==> config.mk <==
export PLATFORM = sky130hd
export DESIGN_NAME = mdm_loop_tracker
export DESIGN_NICKNAME = d
export VERILOG_FILES = /design/src/rtl/mdm_pkg.sv /design/src/rtl/mdm_ctl_reg.sv /design/src/rtl/mdm_sts_track.sv /design/src/rtl/mdm_loop_tracker.sv
export SDC_FILE = /design/constraint.sdc
export NUM_CORES = 1
export LEC_CHECK = 0
export ABC_AREA = 1
export ABC_CLOCK_PERIOD_IN_PS = 1500
export BUFFER_PORTS_ARGS = -buffer_cell sky130_fd_sc_hd__clkbuf_2
export CELL_PAD_IN_SITES_DETAIL_PLACEMENT = 1
export CELL_PAD_IN_SITES_GLOBAL_PLACEMENT = 2
export CORE_MARGIN = 3
export CORE_UTILIZATION = 29
export CTS_CLUSTER_SIZE = 25
export DETAILED_ROUTE_END_ITERATION = 8
export PLACE_DENSITY_LB_ADDON = 0.1
export SLEW_MARGIN = 20
export SYNTH_ARGS = -nofsm -noshare
export SYNTH_HDL_FRONTEND = slang
export SYNTH_SLANG_ARGS = --single-unit
==> constraint.sdc <==
create_clock -name clk -period 1.5 [get_ports clk]
set_input_delay 0.3 -clock clk [delete_from_list [all_inputs] [get_ports clk]]
set_output_delay 0.3 -clock clk [all_outputs]
set_load 0.02 [all_outputs]
==> src/rtl/mdm_pkg.sv <==
package mdm_pkg;
    localparam int DATA_W = 8;
    localparam int CTL_W  = 5;

    // control bit positions
    localparam int C_DTR  = 0;
    localparam int C_RTS  = 1;
    localparam int C_OUT1 = 2;
    localparam int C_OUT2 = 3;
    localparam int C_LOOP = 4;

    // change bit positions inside the status low nibble
    localparam int D_CTS  = 0;
    localparam int D_DSR  = 1;
    localparam int D_RI   = 2;
    localparam int D_DCD  = 3;

    // status high nibble, MSB first: dcd(7) ri(6) dsr(5) cts(4)
    typedef struct packed {
        logic dcd;
        logic ri;
        logic dsr;
        logic cts;
    } line_t;

    typedef enum logic [0:0] {MODE_NORMAL = 1'b0, MODE_LOOP = 1'b1} link_mode_e;
    typedef enum logic [0:0] {EV_QUIET = 1'b0, EV_HELD = 1'b1} ev_state_e;

    function automatic line_t derive_lines(input logic [CTL_W-1:0] ctl);
        line_t l;
        if (ctl[C_LOOP]) begin
            l.cts = ctl[C_RTS];
            l.dsr = ctl[C_DTR];
            l.ri  = ctl[C_OUT1];
            l.dcd = ctl[C_OUT2];
        end else begin
            l.cts = 1'b0;
            l.dsr = 1'b1;
            l.ri  = 1'b0;
            l.dcd = 1'b1;
        end
        return l;
    endfunction
endpackage

==> src/rtl/mdm_ctl_reg.sv <==
module mdm_ctl_reg
    import mdm_pkg::*;
(
    input  logic             clk,
    input  logic             rst_n,
    input  logic             ctl_upd,
    input  logic [CTL_W-1:0] ctl_in,
    output logic [CTL_W-1:0] ctl_q,
    output link_mode_e       mode_q
);
    link_mode_e mode_d;

    always_ff @(posedge clk) begin
        if (!rst_n) begin
            ctl_q  <= '0;
            mode_q <= MODE_NORMAL;
        end else begin
            if (ctl_upd) ctl_q <= ctl_in;
            mode_q <= mode_d;
        end
    end

    always_comb begin
        mode_d = mode_q;
        unique case (mode_q)
            MODE_NORMAL: if (ctl_upd && ctl_in[C_LOOP])  mode_d = MODE_LOOP;    // ENTER_LOOP
            MODE_LOOP:   if (ctl_upd && !ctl_in[C_LOOP]) mode_d = MODE_NORMAL;  // LEAVE_LOOP
        endcase
    end

    assert_ctl_hold_R9: assert property (@(posedge clk) disable iff (!rst_n)
        !$past(ctl_upd) |-> $stable(ctl_q))
        else $error("control register changed without a control write");

    assert_mode_follows_R3: assert property (@(posedge clk) disable iff (!rst_n)
        $past(ctl_upd) |-> ((mode_q == MODE_LOOP) == $past(ctl_in[C_LOOP])))
        else $error("link mode does not follow loop bit");
endmodule

==> src/rtl/mdm_sts_track.sv <==
module mdm_sts_track
    import mdm_pkg::*;
(
    input  logic             clk,
    input  logic             rst_n,
    input  logic             ctl_upd,
    input  logic [CTL_W-1:0] ctl_in,
    input  logic             clr,
    output line_t            lines_q,
    output logic [3:0]       delta_q,
    output ev_state_e        ev_q
);
    line_t      lines_new;
    logic [3:0] evt;
    logic [3:0] delta_d;
    ev_state_e  ev_d;

    assign lines_new = derive_lines(ctl_in);

    always_comb begin
        evt = '0;
        if (ctl_upd) begin
            evt[D_CTS] = lines_new.cts ^ lines_q.cts;
            evt[D_DSR] = lines_new.dsr ^ lines_q.dsr;
            evt[D_DCD] = lines_new.dcd ^ lines_q.dcd;
            evt[D_RI]  = lines_q.ri & ~lines_new.ri;
        end
        delta_d = (clr ? 4'b0 : delta_q) | evt;
    end

    always_ff @(posedge clk) begin
        if (!rst_n) begin
            lines_q <= derive_lines('0);
            delta_q <= '0;
            ev_q    <= EV_QUIET;
        end else begin
            if (ctl_upd) lines_q <= lines_new;
            delta_q <= delta_d;
            ev_q    <= ev_d;
        end
    end

    always_comb begin
        ev_d = ev_q;
        unique case (ev_q)
            EV_QUIET: if (|delta_d)  ev_d = EV_HELD;   // EV_RAISE
            EV_HELD:  if (!(|delta_d)) ev_d = EV_QUIET; // EV_DROP
        endcase
    end

    assert_ri_trailing_R6: assert property (@(posedge clk) disable iff (!rst_n)
        $rose(delta_q[D_RI]) |-> ($past(lines_q.ri) && !lines_q.ri))
        else $error("RI change bit without falling RI");

    assert_sticky_R7: assert property (@(posedge clk) disable iff (!rst_n)
        ($past(delta_q != 4'b0) && !$past(clr)) |-> ((delta_q & $past(delta_q)) == $past(delta_q)))
        else $error("change bit lost without a read");

    assert_clear_R8: assert property (@(posedge clk) disable iff (!rst_n)
        ($past(clr) && !$past(ctl_upd)) |-> (delta_q == 4'b0))
        else $error("change bits survive a read");
endmodule

==> src/rtl/mdm_loop_tracker.sv <==
module mdm_loop_tracker
    import mdm_pkg::*;
#(
    parameter int              ADDR_W   = 3,
    parameter logic [ADDR_W-1:0] CTL_ADDR = 3'd4,
    parameter logic [ADDR_W-1:0] STS_ADDR = 3'd6
) (
    input  logic              clk,
    input  logic              rst_n,
    input  logic              wr_en,
    input  logic [ADDR_W-1:0] wr_addr,
    input  logic [7:0]        wr_data,
    input  logic              rd_en,
    input  logic [ADDR_W-1:0] rd_addr,
    output logic [7:0]        rd_data,
    input  logic              msi_en,
    output logic              msi_req
);
    localparam int PAD_W = DATA_W - CTL_W;

    logic             ctl_upd;
    logic             sts_rd;
    logic [CTL_W-1:0] ctl_q;
    link_mode_e       mode_q;
    line_t            lines_q;
    logic [3:0]       delta_q;
    ev_state_e        ev_q;
    logic [7:0]       sts_val;
    logic             unused_hi;

    assign ctl_upd   = wr_en && (wr_addr == CTL_ADDR);
    assign sts_rd    = rd_en && (rd_addr == STS_ADDR);
    assign unused_hi = ^wr_data[DATA_W-1:CTL_W];

    mdm_ctl_reg u_ctl (
        .clk     (clk),
        .rst_n   (rst_n),
        .ctl_upd (ctl_upd),
        .ctl_in  (wr_data[CTL_W-1:0]),
        .ctl_q   (ctl_q),
        .mode_q  (mode_q)
    );

    mdm_sts_track u_sts (
        .clk     (clk),
        .rst_n   (rst_n),
        .ctl_upd (ctl_upd),
        .ctl_in  (wr_data[CTL_W-1:0]),
        .clr     (sts_rd),
        .lines_q (lines_q),
        .delta_q (delta_q),
        .ev_q    (ev_q)
    );

    assign sts_val = {lines_q, delta_q};

    always_ff @(posedge clk) begin
        if (!rst_n) begin
            rd_data <= '0;
        end else if (rd_en) begin
            if (rd_addr == CTL_ADDR)      rd_data <= {{PAD_W{1'b0}}, ctl_q};
            else if (rd_addr == STS_ADDR) rd_data <= sts_val;
            else                          rd_data <= '0;
        end
    end

    assign msi_req = (ev_q == EV_HELD) && msi_en;

    assert_ctl_pad_R2: assert property (@(posedge clk) disable iff (!rst_n)
        ($past(rd_en) && $past(rd_addr) == CTL_ADDR) |-> (rd_data[7:5] == 3'b000))
        else $error("control read shows upper bits");

    assert_loop_map_R3: assert property (@(posedge clk) disable iff (!rst_n)
        (mode_q == MODE_LOOP) |-> (lines_q.cts == ctl_q[C_RTS] && lines_q.dsr == ctl_q[C_DTR] &&
                                   lines_q.ri == ctl_q[C_OUT1] && lines_q.dcd == ctl_q[C_OUT2]))
        else $error("loopback mapping broken");

    assert_normal_lines_R4: assert property (@(posedge clk) disable iff (!rst_n)
        (mode_q == MODE_NORMAL) |-> (sts_val[7:4] == 4'b1010))
        else $error("normal-mode status wrong");

    assert_read_value_R8: assert property (@(posedge clk) disable iff (!rst_n)
        $past(sts_rd) |-> (rd_data == $past(sts_val)))
        else $error("status read data wrong");

    assert_req_R11: assert property (@(posedge clk) disable iff (!rst_n)
        msi_req |-> (msi_en && delta_q != 4'b0))
        else $error("request without cause");
endmodule

======== Word level (Yosys, flattened, before mapping) ========
Cells that the tools add are included.
cells by class
  equal/unequal tests ..................... 3
  reduce and logical (&&, ||, !) cells .... 4
  bitwise gates (word level) .............. 6
  muxes and demuxes ....................... 6
operator list
  kind                                        number
  2-to-1 mux 8 bit                            2
  2-to-1 mux 4 bit                            3
  equality test 3 bit, second input constant  3
  OR 4 bit                                    1
  OR reduction 4 bit                          1
  logical AND 1 bit                           3
  bitwise XOR 1 bit                           3
  bitwise AND 1 bit                           1
  2-to-1 mux 1 bit                            1
  NOT 1 bit                                   1
storage, ports and cells
  output and inout port bits .............. 9
  word-level logic and storage cells ...... 27
  flip-flop bits (word level) ............. 22
  input bits .............................. 19

======== Longest topological paths before layout ========
Gate-level depths: netlist of the first run.
  depth in word-level cells ............... 7
  gate-level depth with buffers ........... 8
  mapped depth without buffers ............ 7

======== By module ========
A second synthesis of the first run with hierarchy kept.
unflattened totals
  cell total of the unflattened synthesis .. 161
  area total of the unflattened synthesis .. 1069.8 µm²
modules (own cells, without submodules)
  module            sequential area each (µm²)  cells an instance  times used  area each (µm²)
  mdm_loop_tracker  160.2                       73                 1           457.9
  mdm_sts_track     180.2                       56                 1           399.1
  mdm_ctl_reg       100.1                       32                 1           212.7

======== Worst setup path after synthesis of the first run ========
Ideal clock, no wire load.
  path kind ............................... input to register
  start ................................... in rd_addr[2]
  end ..................................... reg u_sts.ev_q
  arrival time ............................ 0.840 ns
  stages .................................. 7
  slack ................................... 0.540 ns
  data required time ...................... 1.381 ns
  path buffers ............................ 0
  setup time .............................. 0.119 ns
  cells stage by stage .................... nand2_2 nor2_4 nand2_4 nand2_1 nand2_1 nor2_2 a21oi_1
between the ends
  cells in the longest elaborated chain, start to end .. 6
ends and longest elaborated chain
  item                    line                                      RTL
  start: declaration      mdm_loop_tracker.sv:14                    input logic [ADDR_W-1:0] rd_addr,
  equality test 3 bit     mdm_loop_tracker.sv:32                    assign sts_rd = rd_en && (rd_addr == STS_ADDR);
  logical AND 1 bit       mdm_loop_tracker.sv:32
  2-to-1 mux 4 bit        mdm_sts_track.sv:28                       delta_d = (clr ? 4'b0 : delta_q) | evt;
  OR 4 bit                mdm_sts_track.sv:28
  OR reduction 4 bit      mdm_sts_track.sv:46, mdm_sts_track.sv:47
  2-to-1 mux 1 bit        mdm_sts_track.sv:46, mdm_sts_track.sv:47
  end signal: assignment  mdm_sts_track.sv:39                       ev_q <= ev_d;
  end: declaration        mdm_sts_track.sv:11                       output ev_state_e ev_q
No other way between the ends.
A chain may end at the register's enable or synchronous reset.

======== Worst setup path after layout of the first run ========
  start ................................... reg u_sts.ev_q
  end ..................................... out msi_req
between the ends
  cells in the longest elaborated chain, start to end .. 1
ends and longest elaborated chain
  item               line                    RTL
  logical AND 1 bit  mdm_loop_tracker.sv:67  assign msi_req = (ev_q == EV_HELD) && msi_en;
  end: declaration   mdm_loop_tracker.sv:17  output logic msi_req
No other way between the ends.

==> results of run 1 <==
## cells by family after synthesis
kind of cell           count (synthesis)  share of synthesized area (%)
AND/OR/NAND/NOR                       64                           31.1
flip-flops                            22                           46.4
AO/OA/AOI/OAI                         25                           14.1
buffers and inverters                 16                           8.31
## cells in the mapped netlist
| cell type | number |
|---|---|
| sky130_fd_sc_hd__a21boi_1 | 1 |
| sky130_fd_sc_hd__a21oi_1 | 12 |
| sky130_fd_sc_hd__a31oi_1 | 5 |
| sky130_fd_sc_hd__buf_2 | 2 |
| sky130_fd_sc_hd__buf_4 | 1 |
| sky130_fd_sc_hd__buf_6 | 1 |
| sky130_fd_sc_hd__clkinv_4 | 1 |
| sky130_fd_sc_hd__dfxtp_1 | 22 |
| sky130_fd_sc_hd__inv_1 | 11 |
| sky130_fd_sc_hd__nand2_1 | 36 |
| sky130_fd_sc_hd__nand2_2 | 4 |
| sky130_fd_sc_hd__nand2_4 | 1 |
| sky130_fd_sc_hd__nand3_1 | 10 |
| sky130_fd_sc_hd__nand3b_1 | 2 |
| sky130_fd_sc_hd__nor2_1 | 8 |
| sky130_fd_sc_hd__nor2_2 | 1 |
| sky130_fd_sc_hd__nor2_4 | 2 |
| sky130_fd_sc_hd__o21ai_0 | 7 |
## state kept, by name (all words and copies together), names as in the netlist
register,count
rd_data,8
u_ctl.ctl_q,5
u_sts.delta_q,4
u_sts.ev_q,1
u_sts.lines_q,4
## routing by layer
metal | part of all wire (%) | up-vias | GRT usage (%)
met1 | 48 | 411 | 15.8
met3 | 3.0 | 2 | 2.32
li1 | - | 458 | -
met4 | 0.83 | 0 | 4.04
met2 | 48 | 11 | 20.3
met5 | 0 | - | 0
## report_power, final
group	internal [W]	switching, W	total [W]
Clock	0.000148	0.000183	0.000331
Combinational	0.0000335	0.0000595	0.0000931
Sequential	0.000597	0.00000798	0.000605
## worst max-delay path, delay by kind of cell (launching register included)
family	cells	cell delay, ns
flops	1	0.33
buf+inv	2	0.19
simple gates	1	0.04
## worst max-delay path by stage
stage          slack, ns                             to             startpoint
2_1_floorplan       0.54          u_sts.ev_q$_SDFF_PN0_             rd_addr[2]
3_3_place_gp        0.17  u_sts.lines_q[0]$_SDFFE_PN0P_             wr_addr[0]
3_5_place_dp        0.11  u_sts.lines_q[0]$_SDFFE_PN0P_             wr_addr[0]
4_1_cts             0.31                        msi_req  u_sts.ev_q$_SDFF_PN0_
5_1_grt             0.24                        msi_req  u_sts.ev_q$_SDFF_PN0_
6_report            0.33                        msi_req  u_sts.ev_q$_SDFF_PN0_
## final cells by class
cell class	count	share of cell area, %
clock buffer	4	3.21
tap	44	4.87
inverter	12	4.42
timing repair buffer	24	10.6
multi-input combinational	89	37.9
sequential	22	38.9
## cells in the final DEF (no fill, tap or decap)
cell / instances
sky130_fd_sc_hd__nand2_1: 36
sky130_fd_sc_hd__clkbuf_2: 24
sky130_fd_sc_hd__dfxtp_1: 22
sky130_fd_sc_hd__a21oi_1: 12
sky130_fd_sc_hd__inv_1: 11
sky130_fd_sc_hd__nand3_1: 10
sky130_fd_sc_hd__nor2_1: 8
sky130_fd_sc_hd__o21ai_0: 7
sky130_fd_sc_hd__a31oi_1: 5
sky130_fd_sc_hd__nand2_2: 4
sky130_fd_sc_hd__clkbuf_4: 3
sky130_fd_sc_hd__nor2_4: 2
sky130_fd_sc_hd__nand3b_1: 2
sky130_fd_sc_hd__nand2_4: 1
sky130_fd_sc_hd__clkinv_4: 1
sky130_fd_sc_hd__a21boi_1: 1
sky130_fd_sc_hd__nor2_2: 1
sky130_fd_sc_hd__clkbuf_8: 1
## metrics by stage
step           hold WS [ns]  area [um^2]  total power [W]  utilization, %  std cells
2_1_floorplan         0.435          948         0.000677               -        127
3_3_place_gp          0.452         1090         0.000710            35.6        191
3_5_place_dp          0.460         1090         0.000713            35.6        191
4_1_cts               0.233         1130          0.00105            36.7        195
5_1_grt               0.243         1130          0.00109            36.7        195
6_report              0.232         1130          0.00103            36.7        195
==> metrics.txt, run 1 <==
# TYPE chip_impl_metric gauge
chip_impl_info{name="run_status",value="complete, no violations"} 1
chip_impl_metric{name="synthesis.instances",unit=""} 127
chip_impl_metric{name="max-slew-margin-rel",unit="%"} 73.6
chip_impl_metric{name="dp_worst_setup_slack",unit="ns"} 0.106
chip_impl_metric{name="final_critical_path_setup_slack",unit="ns"} 0.333
chip_impl_info{name="worst-setup-path-type",value="register to primary output"} 1
chip_impl_metric{name="cts-resized-gates",unit=""} 0
chip_impl_metric{name="placementRows",unit=""} 20
chip_impl_metric{name="buffer_ports.inserted",unit=""} 24
chip_impl_info{name="synth_area_leaders",value="sky130_fd_sc_hd__dfxtp_1, sky130_fd_sc_hd__nand2_1, sky130_fd_sc_hd__a21oi_1, sky130_fd_sc_hd__nand3_1, sky130_fd_sc_hd__inv_1"} 1
chip_impl_metric{name="period_needed",unit="ns"} 1.17
chip_impl_metric{name="hold_buffers",unit=""} 0
chip_impl_metric{name="vdd_ir_drop_max",unit="mV"} 0.285
chip_impl_metric{name="initial_utilization",unit="%"} 30.8
chip_impl_metric{name="maxClockFrequency",unit="MHz"} 857
chip_impl_metric{name="post_route_drc_violation_count",unit=""} 0
chip_impl_metric{name="r2r_setup_slack",unit="ns"} 0.51
chip_impl_metric{name="overall_die_width",unit="um"} 63.2
chip_impl_metric{name="antenna_left",unit=""} 0
chip_impl_metric{name="core",unit="mm^2"} 0.00308
chip_impl_info{name="synth_top_cell_by_area",value="sky130_fd_sc_hd__dfxtp_1"} 1
chip_impl_metric{name="final_max_slew_viol_count",unit=""} 0
chip_impl_info{name="worstPathCellList",value="nand2_1, inv_1, clkbuf_2"} 1
chip_impl_metric{name="setup-tns-final",unit="ns"} 0
chip_impl_metric{name="grt_antenna_before_repair",unit=""} 0
chip_impl_metric{name="postCtsSetupBuffers",unit=""} 0
chip_impl_metric{name="routedWlPerCell",unit="um"} 11.8
chip_impl_metric{name="path_clk_slew",unit="ns"} 0.13
chip_impl_metric{name="die_h",unit="um"} 63.2
chip_impl_metric{name="synth-seq-cells",unit=""} 22
chip_impl_metric{name="h-tree-depth",unit=""} 1
chip_impl_metric{name="groute.usage.overall",unit="%"} 12.2
chip_impl_metric{name="final_nets",unit=""} 171
chip_impl_info{name="worstSetupEndpointType",value="primary output"} 1
chip_impl_info{name="holdCritStartpoint",value="wr_data[1]"} 1
chip_impl_metric{name="synthesis.nets",unit=""} 146
chip_impl_metric{name="clk-insertion-delay-late",unit="ns"} 0.30
chip_impl_metric{name="drt-pass1-iter-count",unit=""} 4
chip_impl_metric{name="top_level_ports",unit=""} 28
chip_impl_metric{name="antenna_cells_inserted",unit=""} 0
chip_impl_metric{name="cts-buffers-inserted",unit=""} 3
chip_impl_metric{name="cpPeakStageDelay",unit="ns"} 0.33
chip_impl_metric{name="finalSetupViolations",unit=""} 0
chip_impl_metric{name="fill_cells",unit=""} 408
chip_impl_metric{name="whs_path_depth",unit=""} 3
chip_impl_info{name="root_buffer",value="sky130_fd_sc_hd__clkbuf_4"} 1
chip_impl_metric{name="globalplace.congestion",unit=""} 0.692
chip_impl_metric{name="cts_buffer_depth",unit=""} 2
chip_impl_metric{name="total_leakage_power",unit="nW"} 0.524
chip_impl_info{name="timing.rr.start",value="u_sts.lines_q[2]$_SDFFE_PN0P_"} 1
chip_impl_metric{name="layout.area.seq",unit="um^2"} 440
chip_impl_metric{name="critical_path_required",unit="ns"} 1.20
chip_impl_metric{name="total_area_of_multi_input_combinational_cells",unit="um^2"} 429
chip_impl_metric{name="routed-via-count",unit=""} 882
chip_impl_metric{name="yosys.cell_types.count",unit=""} 18
chip_impl_metric{name="via_count_of_the_first_global_routing_pass",unit=""} 832
chip_impl_info{name="holdCritPathClass",value="input pin to register"} 1
chip_impl_metric{name="place.detailed.hpwl",unit="mm"} 1.82
chip_impl_info{name="setup.worst_path.start_class",value="register"} 1
chip_impl_metric{name="maximum_capacitance_violations",unit=""} 0
chip_impl_metric{name="post_synth_instance_area",unit="um^2"} 948
chip_impl_metric{name="worst_ep_arrival_time",unit="ns"} 0.87
chip_impl_metric{name="grt_first_pass_wirelength",unit="mm"} 3.90
chip_impl_metric{name="average_vias_per_placed_instance",unit=""} 4.52
chip_impl_metric{name="design.die.area",unit="mm^2"} 0.00399
chip_impl_metric{name="drt-initial-drc-count",unit=""} 26
chip_impl_metric{name="grt_max_degree",unit=""} 16
chip_impl_metric{name="final.setup_skew",unit="ns"} 0.00324
chip_impl_metric{name="synthesis.area_per_instance",unit="um^2"} 7.47
chip_impl_metric{name="final.period_utilization",unit="%"} 77.8
chip_impl_info{name="worstReg2RegEnd",value="u_sts.ev_q$_SDFF_PN0_"} 1
chip_impl_metric{name="sequential_share_of_the_synthesized_area",unit="%"} 46.4
chip_impl_metric{name="cts_sink_count",unit=""} 22
chip_impl_metric{name="drive_above_1_share",unit="%"} 24.5
chip_impl_info{name="min_delay_worst_endpoint",value="u_ctl.ctl_q[1]$_SDFFE_PN0P_"} 1
chip_impl_metric{name="cp_max_fo",unit=""} 1
chip_impl_info{name="rsz0062_at_grt",value="no"} 1
chip_impl_metric{name="timing.reg2reg.worst_path_depth",unit=""} 5
chip_impl_metric{name="finalWirelength",unit="mm"} 2.30
chip_impl_info{name="slowest_stage",value="sky130_fd_sc_hd__dfxtp_1"} 1
chip_impl_info{name="tritoncts",value="yes"} 1
chip_impl_metric{name="synth_warnings",unit=""} 0
chip_impl_metric{name="final_hold_viol_count",unit=""} 0
chip_impl_metric{name="grt_overflow_total",unit=""} 0
chip_impl_metric{name="worst_pin_slew",unit="ns"} 0.395
chip_impl_metric{name="synth.top_cell.area_share",unit="%"} 46.4
chip_impl_metric{name="power.density",unit="mW/mm^2"} 910
chip_impl_metric{name="area.growth.synth_to_final",unit="%"} 19.3
No activity file was read; power rests on OpenSTA's default activity.
==> inputs of run 2 (changes only) <==
--- a/config.mk
+++ b/config.mk
@@ -5,13 +5,13 @@
 export SDC_FILE = /design/constraint.sdc
 export NUM_CORES = 1
 export LEC_CHECK = 0
-export ABC_AREA = 1
-export ABC_CLOCK_PERIOD_IN_PS = 1500
+export ABC_AREA = 0
+export ABC_CLOCK_PERIOD_IN_PS = 1010
 export BUFFER_PORTS_ARGS = -buffer_cell sky130_fd_sc_hd__clkbuf_2
 export CELL_PAD_IN_SITES_DETAIL_PLACEMENT = 1
 export CELL_PAD_IN_SITES_GLOBAL_PLACEMENT = 2
 export CORE_MARGIN = 3
-export CORE_UTILIZATION = 29
+export CORE_UTILIZATION = 26
 export CTS_CLUSTER_SIZE = 25
 export DETAILED_ROUTE_END_ITERATION = 8
 export PLACE_DENSITY_LB_ADDON = 0.1
==> constraint.sdc (replaced) <==
create_clock -name clk -period 1.01 [get_ports clk]
set_input_delay 0.202 -clock clk [delete_from_list [all_inputs] [get_ports clk]]
set_output_delay 0.202 -clock clk [all_outputs]
set_load 0.02 [all_outputs]
==> run 2 against run 1 <==
Effect of this change:
- sequential cell count unchanged
- core utilization up 4.9 points
- via count down 5.4%
- final cell count down 7.7%
- critical endpoint is now u_sts.ev_q$_SDFF_PN0_
- the run now ends with negative setup slack left
- cell area up 17%
- sequential power up 47%
- global-route usage up 0.45 points
- register-to-register slack worse by 0.62 ns
- total power up 50%
==> metrics.txt, run 2 <==
# TYPE chip_impl_metric gauge
chip_impl_metric{name="cts_sink_count",unit=""} 22
chip_impl_metric{name="via_count_of_the_first_global_routing_pass",unit=""} 837
chip_impl_metric{name="final_max_slew_viol_count",unit=""} 0
chip_impl_metric{name="place.detailed.hpwl",unit="mm"} 1.75
chip_impl_metric{name="buffer_ports.inserted",unit=""} 24
chip_impl_metric{name="sequentialPowerShare",unit="%"} 57.7
chip_impl_info{name="timing.rr.start",value="u_sts.lines_q[2]$_SDFFE_PN0P_"} 1
chip_impl_metric{name="final_non_filler_cell_area",unit="mm^2"} 0.00133
chip_impl_metric{name="total_leakage_power",unit="nW"} 0.541
chip_impl_metric{name="worst_ep_arrival_time",unit="ns"} 1.33
chip_impl_metric{name="hold_buffers",unit=""} 0
chip_impl_metric{name="final_hold_viol_count",unit=""} 0
chip_impl_info{name="holdCritStartpoint",value="wr_data[3]"} 1
chip_impl_metric{name="core",unit="mm^2"} 0.00318
chip_impl_metric{name="synth_edf_count",unit=""} 0
chip_impl_info{name="holdCritPathClass",value="input pin to register"} 1
chip_impl_metric{name="final.setup_skew",unit="ns"} 0.0109
chip_impl_info{name="synth_area_leaders",value="sky130_fd_sc_hd__dfxtp_1, sky130_fd_sc_hd__nand2_1, sky130_fd_sc_hd__a21boi_0, sky130_fd_sc_hd__a222oi_1, sky130_fd_sc_hd__nor2b_1"} 1
chip_impl_metric{name="grt_first_pass_wirelength",unit="mm"} 4.04
chip_impl_metric{name="antenna_cells_inserted",unit=""} 0
chip_impl_metric{name="async_set_reset_flop_share_out_of_synthesis",unit="%"} 0
chip_impl_metric{name="antenna_left",unit=""} 0
chip_impl_metric{name="maxClockFrequency",unit="MHz"} 890
chip_impl_metric{name="cpPeakStageDelay",unit="ns"} 0.43
chip_impl_metric{name="synth.top_cell.area_share",unit="%"} 48.9
chip_impl_info{name="tritoncts",value="yes"} 1
chip_impl_info{name="synth-main-ff-cell",value="sky130_fd_sc_hd__dfxtp_1"} 1
chip_impl_metric{name="power.density",unit="mW/mm^2"} 1160
chip_impl_metric{name="synth-seq-cells",unit=""} 22
chip_impl_info{name="worstPathCellList",value="a32o_1, o41a_1"} 1
chip_impl_info{name="largest_reg_by_ff_count",value="rd_data"} 1
chip_impl_metric{name="period_needed",unit="ns"} 1.12
chip_impl_info{name="worst-setup-path-type",value="register to register"} 1
chip_impl_metric{name="max-slew-margin-rel",unit="%"} 75.0
chip_impl_metric{name="globalplace.congestion",unit=""} 0.748
chip_impl_info{name="final_common_cell",value="sky130_fd_sc_hd__nand2_1"} 1
chip_impl_metric{name="placementRows",unit=""} 20
chip_impl_info{name="setup.worst_path.start_class",value="register"} 1
chip_impl_metric{name="drive_above_1_share",unit="%"} 44.9
chip_impl_metric{name="routed-via-count",unit=""} 834
chip_impl_info{name="synth.top_cells.by_count",value="sky130_fd_sc_hd__dfxtp_1, sky130_fd_sc_hd__nand2_1, sky130_fd_sc_hd__nor2b_1"} 1
chip_impl_metric{name="routedWlPerCell",unit="um"} 13.2
chip_impl_metric{name="combPwrFrac",unit="%"} 10.5
chip_impl_metric{name="design.die.area",unit="mm^2"} 0.00421
chip_impl_metric{name="largest_register_ffs",unit=""} 8
chip_impl_metric{name="dp_worst_setup_slack",unit="ns"} -0.345
chip_impl_metric{name="synthesis.nets",unit=""} 114
chip_impl_metric{name="worst_pin_slew",unit="ns"} 0.375
chip_impl_metric{name="grt_overflow_total",unit=""} 0
chip_impl_info{name="post-synth-top-count-cell",value="sky130_fd_sc_hd__dfxtp_1"} 1
chip_impl_metric{name="cts-buffers-inserted",unit=""} 3
chip_impl_metric{name="synth_warnings",unit=""} 0
chip_impl_metric{name="grt_max_degree",unit=""} 23
chip_impl_metric{name="swShare",unit="%"} 23.1
chip_impl_metric{name="overall_die_width",unit="um"} 64.9
chip_impl_metric{name="drt-pass1-iter-count",unit=""} 5
chip_impl_metric{name="cts_buffer_depth",unit=""} 2
chip_impl_metric{name="area.growth.synth_to_final",unit="%"} 47.1
chip_impl_info{name="worstSetupEndpointType",value="register"} 1
chip_impl_info{name="root_buffer",value="sky130_fd_sc_hd__clkbuf_4"} 1
chip_impl_metric{name="final.period_utilization",unit="%"} 111
chip_impl_metric{name="clk-insertion-delay-late",unit="ns"} 0.31
chip_impl_info{name="reg_top3",value="rd_data x8, u_ctl.ctl_q x5"} 1
chip_impl_info{name="final_cell_mix",value="sky130_fd_sc_hd__nand2_1, sky130_fd_sc_hd__buf_4, sky130_fd_sc_hd__clkbuf_2"} 1
chip_impl_metric{name="total_area_of_multi_input_combinational_cells",unit="um^2"} 437
chip_impl_metric{name="switchingPower",unit="W"} 0.000357
chip_impl_metric{name="die_h",unit="um"} 64.9
chip_impl_metric{name="maximum_capacitance_violations",unit=""} 0
chip_impl_info{name="timing.critical_path.from",value="u_sts.lines_q[2]$_SDFFE_PN0P_"} 1
chip_impl_metric{name="internal-power",unit="W"} 0.00119
chip_impl_metric{name="post_synth_instance_area",unit="um^2"} 901
chip_impl_info{name="synth_top_cell_by_area",value="sky130_fd_sc_hd__dfxtp_1"} 1
chip_impl_metric{name="average_vias_per_placed_instance",unit=""} 4.63
chip_impl_metric{name="finalSetupViolations",unit=""} 2
chip_impl_metric{name="groute.usage.overall",unit="%"} 12.7
chip_impl_info{name="slowest_stage",value="sky130_fd_sc_hd__o41a_1"} 1
chip_impl_metric{name="vdd_ir_drop_max",unit="mV"} 0.654
chip_impl_metric{name="grt_antenna_before_repair",unit=""} 0
chip_impl_metric{name="detailed_place.area",unit="mm^2"} 0.00114
chip_impl_metric{name="yosys.cell_types.count",unit=""} 25
chip_impl_metric{name="fill_cells",unit=""} 379
chip_impl_metric{name="finalPower",unit="W"} 0.00154
chip_impl_info{name="violations",value="negative setup slack"} 1
chip_impl_metric{name="cp_max_fo",unit=""} 2
chip_impl_metric{name="synthesis.instances",unit=""} 95
chip_impl_metric{name="h-tree-depth",unit=""} 1
chip_impl_metric{name="final_critical_path_setup_slack",unit="ns"} -0.113
chip_impl_metric{name="drt-initial-drc-count",unit=""} 32
chip_impl_metric{name="post_route_drc_violation_count",unit=""} 0
chip_impl_metric{name="top_level_ports",unit=""} 28
chip_impl_metric{name="layout.area.seq",unit="um^2"} 455
chip_impl_metric{name="path_clk_slew",unit="ns"} 0.13
chip_impl_metric{name="final_nets",unit=""} 156
chip_impl_info{name="rsz0062_at_grt",value="yes"} 1
chip_impl_metric{name="sequential_share_of_the_synthesized_area",unit="%"} 48.9
chip_impl_metric{name="clock_power_share",unit="%"} 31.7
chip_impl_metric{name="synthesis.area_per_instance",unit="um^2"} 9.48
chip_impl_metric{name="critical_path_required",unit="ns"} 1.21
chip_impl_metric{name="initial_utilization",unit="%"} 28.3
chip_impl_metric{name="finalWirelength",unit="mm"} 2.38
chip_impl_info{name="run_status",value="finished, violations left"} 1
## run 2: changes by cell type after synthesis, sizes merged, moves of 3 or more
cell    change
a222oi      +5
and2        +5
a22oi       +3
nor2b       +8
a21oi      -12
nor2       -10
nand3       -7
xor2        +3
a21boi      +6
inv        -10
nand2      -21
buf         -3
a31oi       -5
o21ai       -4
## run 2: cell type report
cell class / instances / share of cell area [%]
Clock buffer: 4 / 2.74
Multi-Input combinational cell: 68 / 33.0
Timing Repair Buffer: 41 / 25.5
Tap cell: 44 / 4.15
Inverter: 1 / 0.283
Sequential cell: 22 / 34.4
## run 2: what timing repair did
| item | in CTS | in global routing |
|---|---|---|
| pin swaps | 4 | 2 |
| setup buffers | 3 | 1 |
| setup endpoints to repair | 10 | 11 |
| resized for setup | 28 | 15 |
## run 2: cell families after synthesis
group	count (synthesis)	synth area share, %
AO/OA/AOI/OAI	22	19.6
XOR/XNOR	3	2.92
flip-flops	22	48.9
AND/OR/NAND/NOR	43	24.9
buffers and inverters	5	3.75
## run 2: worst max-delay path: cells and delay by family (launching register included)
family,cells,cell delay (ns)
AO/OA/AOI/OAI,2,0.68
flip-flops,1,0.34
## run 2: worst paths after layout
kind | endpoint | slack, ns | cells past startpoint
hold reg to reg | u_ctl.ctl_q[1]$_SDFFE_PN0P_ | 0.47 | 2
setup reg to reg | u_sts.ev_q$_SDFF_PN0_ | -0.11 | 2
hold / removal | u_ctl.ctl_q[3]$_SDFFE_PN0P_ | 0.12 | 3
setup / recovery | u_sts.ev_q$_SDFF_PN0_ | -0.11 | 2
## run 2: power groups by stage
| stage | combinational, W | sequential, W | clock [W] |
|---|---|---|---|
| after floorplan | 0.0000684 | 0.000910 | 0 |
| after global placement | 0.000153 | 0.000908 | 0 |
| after detailed placement | 0.000155 | 0.000908 | 0 |
| after CTS | 0.000162 | 0.000889 | 0.000512 |
| after global routing | 0.000181 | 0.000893 | 0.000568 |
| final | 0.000163 | 0.000890 | 0.000489 |
## run 2: metal layers
| metal | vias to the layer above | global-route usage (%) | part of all wire [%] |
|---|---|---|---|
| li1 | 419 | - | - |
| met1 | 386 | 16.0 | 46 |
| met2 | 27 | 20.7 | 47 |
| met3 | 2 | 4.68 | 6.9 |
| met4 | 0 | 2.37 | 0.55 |
| met5 | - | 0 | 0 |
## run 2: stage by stage
| stage | util, % | hold WS [ns] | cells | setup TNS (ns) |
|---|---|---|---|---|
| finish | 41.7 | 0.125 | 180 | -0.197 |
| floorplan | - | 0.347 | 95 | -0.117 |
| global route | 41.7 | 0.111 | 180 | -0.594 |
| CTS | 40.5 | 0.113 | 179 | -0.284 |
| detailed placement | 36.0 | 0.460 | 172 | -2.39 |
| global placement | 36.0 | 0.451 | 172 | -1.72 |
==> inputs of run 3 (changes only) <==
--- a/config.mk
+++ b/config.mk
@@ -14,7 +14,7 @@
 export CORE_UTILIZATION = 26
 export CTS_CLUSTER_SIZE = 25
 export DETAILED_ROUTE_END_ITERATION = 8
-export PLACE_DENSITY_LB_ADDON = 0.1
+export PLACE_DENSITY_LB_ADDON = 0.05
 export SLEW_MARGIN = 20
 export SYNTH_ARGS = -nofsm -noshare
 export SYNTH_HDL_FRONTEND = slang
==> run 3 against run 2 <==
Effect of this change:
- the flow still finishes with violations (negative setup slack)
- sequential share of layout area decreased by 0.39 points
- non-clock buffer count is 1 higher
- die area unchanged
- combinational power increased by 6%
- via count increased by 0.48%
- wire length grew 4.6%
- clock skew shrank 0.0025 ns
- maximum frequency increased by 1.5%
- sequential power is essentially flat
- final cell count did not move
- first-iteration DRC count increased by 91%
- largest power group unchanged
==> metrics.txt, run 3 (synthesis gave the netlist of run 2 again) <==
# TYPE chip_impl_metric gauge
chip_impl_metric{name="final.setup_skew",unit="ns"} 0.00843
chip_impl_metric{name="final_cell_count_no_fill",unit=""} 180
chip_impl_metric{name="grt_overflow_total",unit=""} 0
chip_impl_metric{name="overall_die_width",unit="um"} 64.9
chip_impl_metric{name="antenna_cells_inserted",unit=""} 0
chip_impl_metric{name="clk-insertion-delay-late",unit="ns"} 0.31
chip_impl_metric{name="internal-power",unit="W"} 0.00111
chip_impl_metric{name="h-tree-depth",unit=""} 1
chip_impl_metric{name="post_route_drc_violation_count",unit=""} 0
chip_impl_metric{name="cts_sink_count",unit=""} 22
chip_impl_metric{name="worst_pin_slew",unit="ns"} 0.404
chip_impl_metric{name="globalplace.congestion",unit=""} 0.767
chip_impl_metric{name="core",unit="mm^2"} 0.00318
chip_impl_info{name="run_status",value="finished, violations left"} 1
chip_impl_metric{name="swShare",unit="%"} 24.7
chip_impl_metric{name="design.die.area",unit="mm^2"} 0.00421
chip_impl_metric{name="area.growth.synth_to_final",unit="%"} 49.2
chip_impl_metric{name="path_clk_slew",unit="ns"} 0.12
chip_impl_metric{name="cts-buffers-inserted",unit=""} 3
chip_impl_metric{name="finalWirelength",unit="mm"} 2.49
chip_impl_metric{name="largest_register_ffs",unit=""} 8
chip_impl_metric{name="total_leakage_power",unit="nW"} 0.548
chip_impl_metric{name="detailed_place.area",unit="mm^2"} 0.00115
chip_impl_metric{name="buffer_ports.inserted",unit=""} 24
chip_impl_info{name="worstPathCellList",value="xor2_2, o21ai_2, o41a_1"} 1
chip_impl_metric{name="grt_first_pass_wirelength",unit="mm"} 4.43
chip_impl_metric{name="clock_power_share",unit="%"} 27.9
chip_impl_metric{name="drt-pass1-iter-count",unit=""} 4
chip_impl_metric{name="grt_antenna_before_repair",unit=""} 0
chip_impl_metric{name="maxClockFrequency",unit="MHz"} 904
chip_impl_metric{name="grt_max_degree",unit=""} 23
chip_impl_metric{name="finalPower",unit="W"} 0.00148
chip_impl_metric{name="cts_buffer_depth",unit=""} 2
chip_impl_info{name="final_common_cell",value="sky130_fd_sc_hd__nand2_1"} 1
chip_impl_metric{name="initial_utilization",unit="%"} 28.3
chip_impl_info{name="root_buffer",value="sky130_fd_sc_hd__clkbuf_4"} 1
chip_impl_metric{name="final_critical_path_setup_slack",unit="ns"} -0.0963
chip_impl_info{name="timing.rr.start",value="u_sts.lines_q[1]$_SDFFE_PN1P_"} 1
chip_impl_metric{name="via_count_of_the_first_global_routing_pass",unit=""} 940
chip_impl_metric{name="final_nets",unit=""} 157
chip_impl_metric{name="final_max_slew_viol_count",unit=""} 0
chip_impl_metric{name="dpl.cell_count",unit=""} 173
chip_impl_metric{name="drt-initial-drc-count",unit=""} 61
chip_impl_metric{name="switchingPower",unit="W"} 0.000364
chip_impl_metric{name="final_hold_viol_count",unit=""} 0
chip_impl_metric{name="placementRows",unit=""} 20
chip_impl_metric{name="worst_ep_arrival_time",unit="ns"} 1.31
chip_impl_info{name="final_cell_mix",value="sky130_fd_sc_hd__nand2_1, sky130_fd_sc_hd__buf_4, sky130_fd_sc_hd__clkbuf_2"} 1
chip_impl_info{name="setup.worst_path.start_class",value="register"} 1
chip_impl_metric{name="drive_above_1_share",unit="%"} 48.5
chip_impl_metric{name="vdd_ir_drop_max",unit="mV"} 0.386
chip_impl_info{name="timing.critical_path.from",value="u_sts.lines_q[1]$_SDFFE_PN1P_"} 1
chip_impl_metric{name="routed-via-count",unit=""} 838
chip_impl_metric{name="sequentialPowerShare",unit="%"} 60.4
chip_impl_info{name="violations",value="negative setup slack"} 1
chip_impl_metric{name="cp_max_fo",unit=""} 2
chip_impl_info{name="rsz0062_at_grt",value="yes"} 1
chip_impl_metric{name="max-slew-margin-rel",unit="%"} 73.1
chip_impl_info{name="slowest_stage",value="sky130_fd_sc_hd__o41a_1"} 1
chip_impl_metric{name="place.detailed.hpwl",unit="mm"} 1.84
chip_impl_metric{name="period_needed",unit="ns"} 1.11
chip_impl_metric{name="die_h",unit="um"} 64.9
chip_impl_metric{name="maximum_capacitance_violations",unit=""} 0
chip_impl_info{name="tritoncts",value="yes"} 1
chip_impl_metric{name="combPwrFrac",unit="%"} 11.7
chip_impl_metric{name="final_non_filler_cell_area",unit="mm^2"} 0.00134
chip_impl_metric{name="antenna_left",unit=""} 0
chip_impl_metric{name="final.period_utilization",unit="%"} 110
chip_impl_info{name="reg_top3",value="rd_data x8, u_ctl.ctl_q x5"} 1
chip_impl_metric{name="cpPeakStageDelay",unit="ns"} 0.41
chip_impl_metric{name="finalSetupViolations",unit=""} 2
chip_impl_metric{name="groute.usage.overall",unit="%"} 13.7
chip_impl_metric{name="power.density",unit="mW/mm^2"} 1100
chip_impl_info{name="worst-setup-path-type",value="register to register"} 1
chip_impl_info{name="holdCritStartpoint",value="wr_data[3]"} 1
chip_impl_metric{name="critical_path_required",unit="ns"} 1.21
chip_impl_metric{name="average_vias_per_placed_instance",unit=""} 4.66
chip_impl_info{name="largest_reg_by_ff_count",value="rd_data"} 1
chip_impl_metric{name="hold_buffers",unit=""} 0
chip_impl_info{name="holdCritPathClass",value="input pin to register"} 1
chip_impl_info{name="worstSetupEndpointType",value="register"} 1
chip_impl_metric{name="dp_worst_setup_slack",unit="ns"} -0.312
chip_impl_metric{name="top_level_ports",unit=""} 28
chip_impl_metric{name="routedWlPerCell",unit="um"} 13.8
-- run 3: changes by cell type in the layout (fill, tap and decap cells not counted) --
cell / change
sky130_fd_sc_hd__clkbuf_8: -1
sky130_fd_sc_hd__dfxtp_1: -1
sky130_fd_sc_hd__xor2_1: -1
sky130_fd_sc_hd__dfxtp_2: +1
sky130_fd_sc_hd__and2_4: +2
sky130_fd_sc_hd__o21ai_1: -1
sky130_fd_sc_hd__xor2_2: +1
sky130_fd_sc_hd__and2_1: -2
sky130_fd_sc_hd__o21ai_2: +1
sky130_fd_sc_hd__buf_8: +1
-- run 3: stage by stage --
step                      hold slack [ns]  setup TNS (ns)  utilization, %
after CTS                           0.126          -0.323            41.3
after detailed placement            0.463           -2.12            36.2
after global routing                0.129          -0.470            42.3
after global placement              0.451           -1.76            36.2
final                               0.134          -0.175            42.3
after floorplan                     0.347          -0.117               -
-- run 3: worst paths after layout --
kind	endpoint	slack, ns	cells past startpoint
min reg2reg	u_ctl.ctl_q[4]$_SDFFE_PN0P_	0.48	2
min	u_ctl.ctl_q[3]$_SDFFE_PN0P_	0.13	3
max	u_sts.ev_q$_SDFF_PN0_	-0.1	3
max reg2reg	u_sts.ev_q$_SDFF_PN0_	-0.1	3
-- run 3: cell type report --
type | count | area (um^2)
tap | 44 | 55.1
inverter | 1 | 3.75
sequential | 22 | 457
fill | 386 | 1830
multi-input combinational | 68 | 453
timing repair buffer | 42 | 353
clock buffer | 3 | 22.5
-- run 3: routing by layer --
layer	up-vias	GRT usage (%)	part of all wire, %
met1	395	17.6	46
met4	0	4.75	0.48
li1	422	-	-
met3	2	2.08	4.3
met5	-	0	0
met2	19	23.1	49
-- run 3: worst max-delay path, delay by kind of cell (launching register included) --
family	cells	cell delay [ns]
AO/OA/AOI/OAI	2	0.48
flip-flops	1	0.37
XOR/XNOR	1	0.16
-- run 3: power by group through the flow --
stage | sequential (W) | clock, W | combinational (W)
after floorplan | 0.000910 | 0 | 0.0000684
after global placement | 0.000908 | 0 | 0.000155
after detailed placement | 0.000909 | 0 | 0.000159
after CTS | 0.000890 | 0.000428 | 0.000171
after global routing | 0.000894 | 0.000472 | 0.000193
final | 0.000892 | 0.000412 | 0.000172
-- run 3: timing repair --
action	CTS	global route
setup buffers	4	1
gates resized for setup	34	16
pin swaps	5	5
endpoints found under the setup margin	10	12
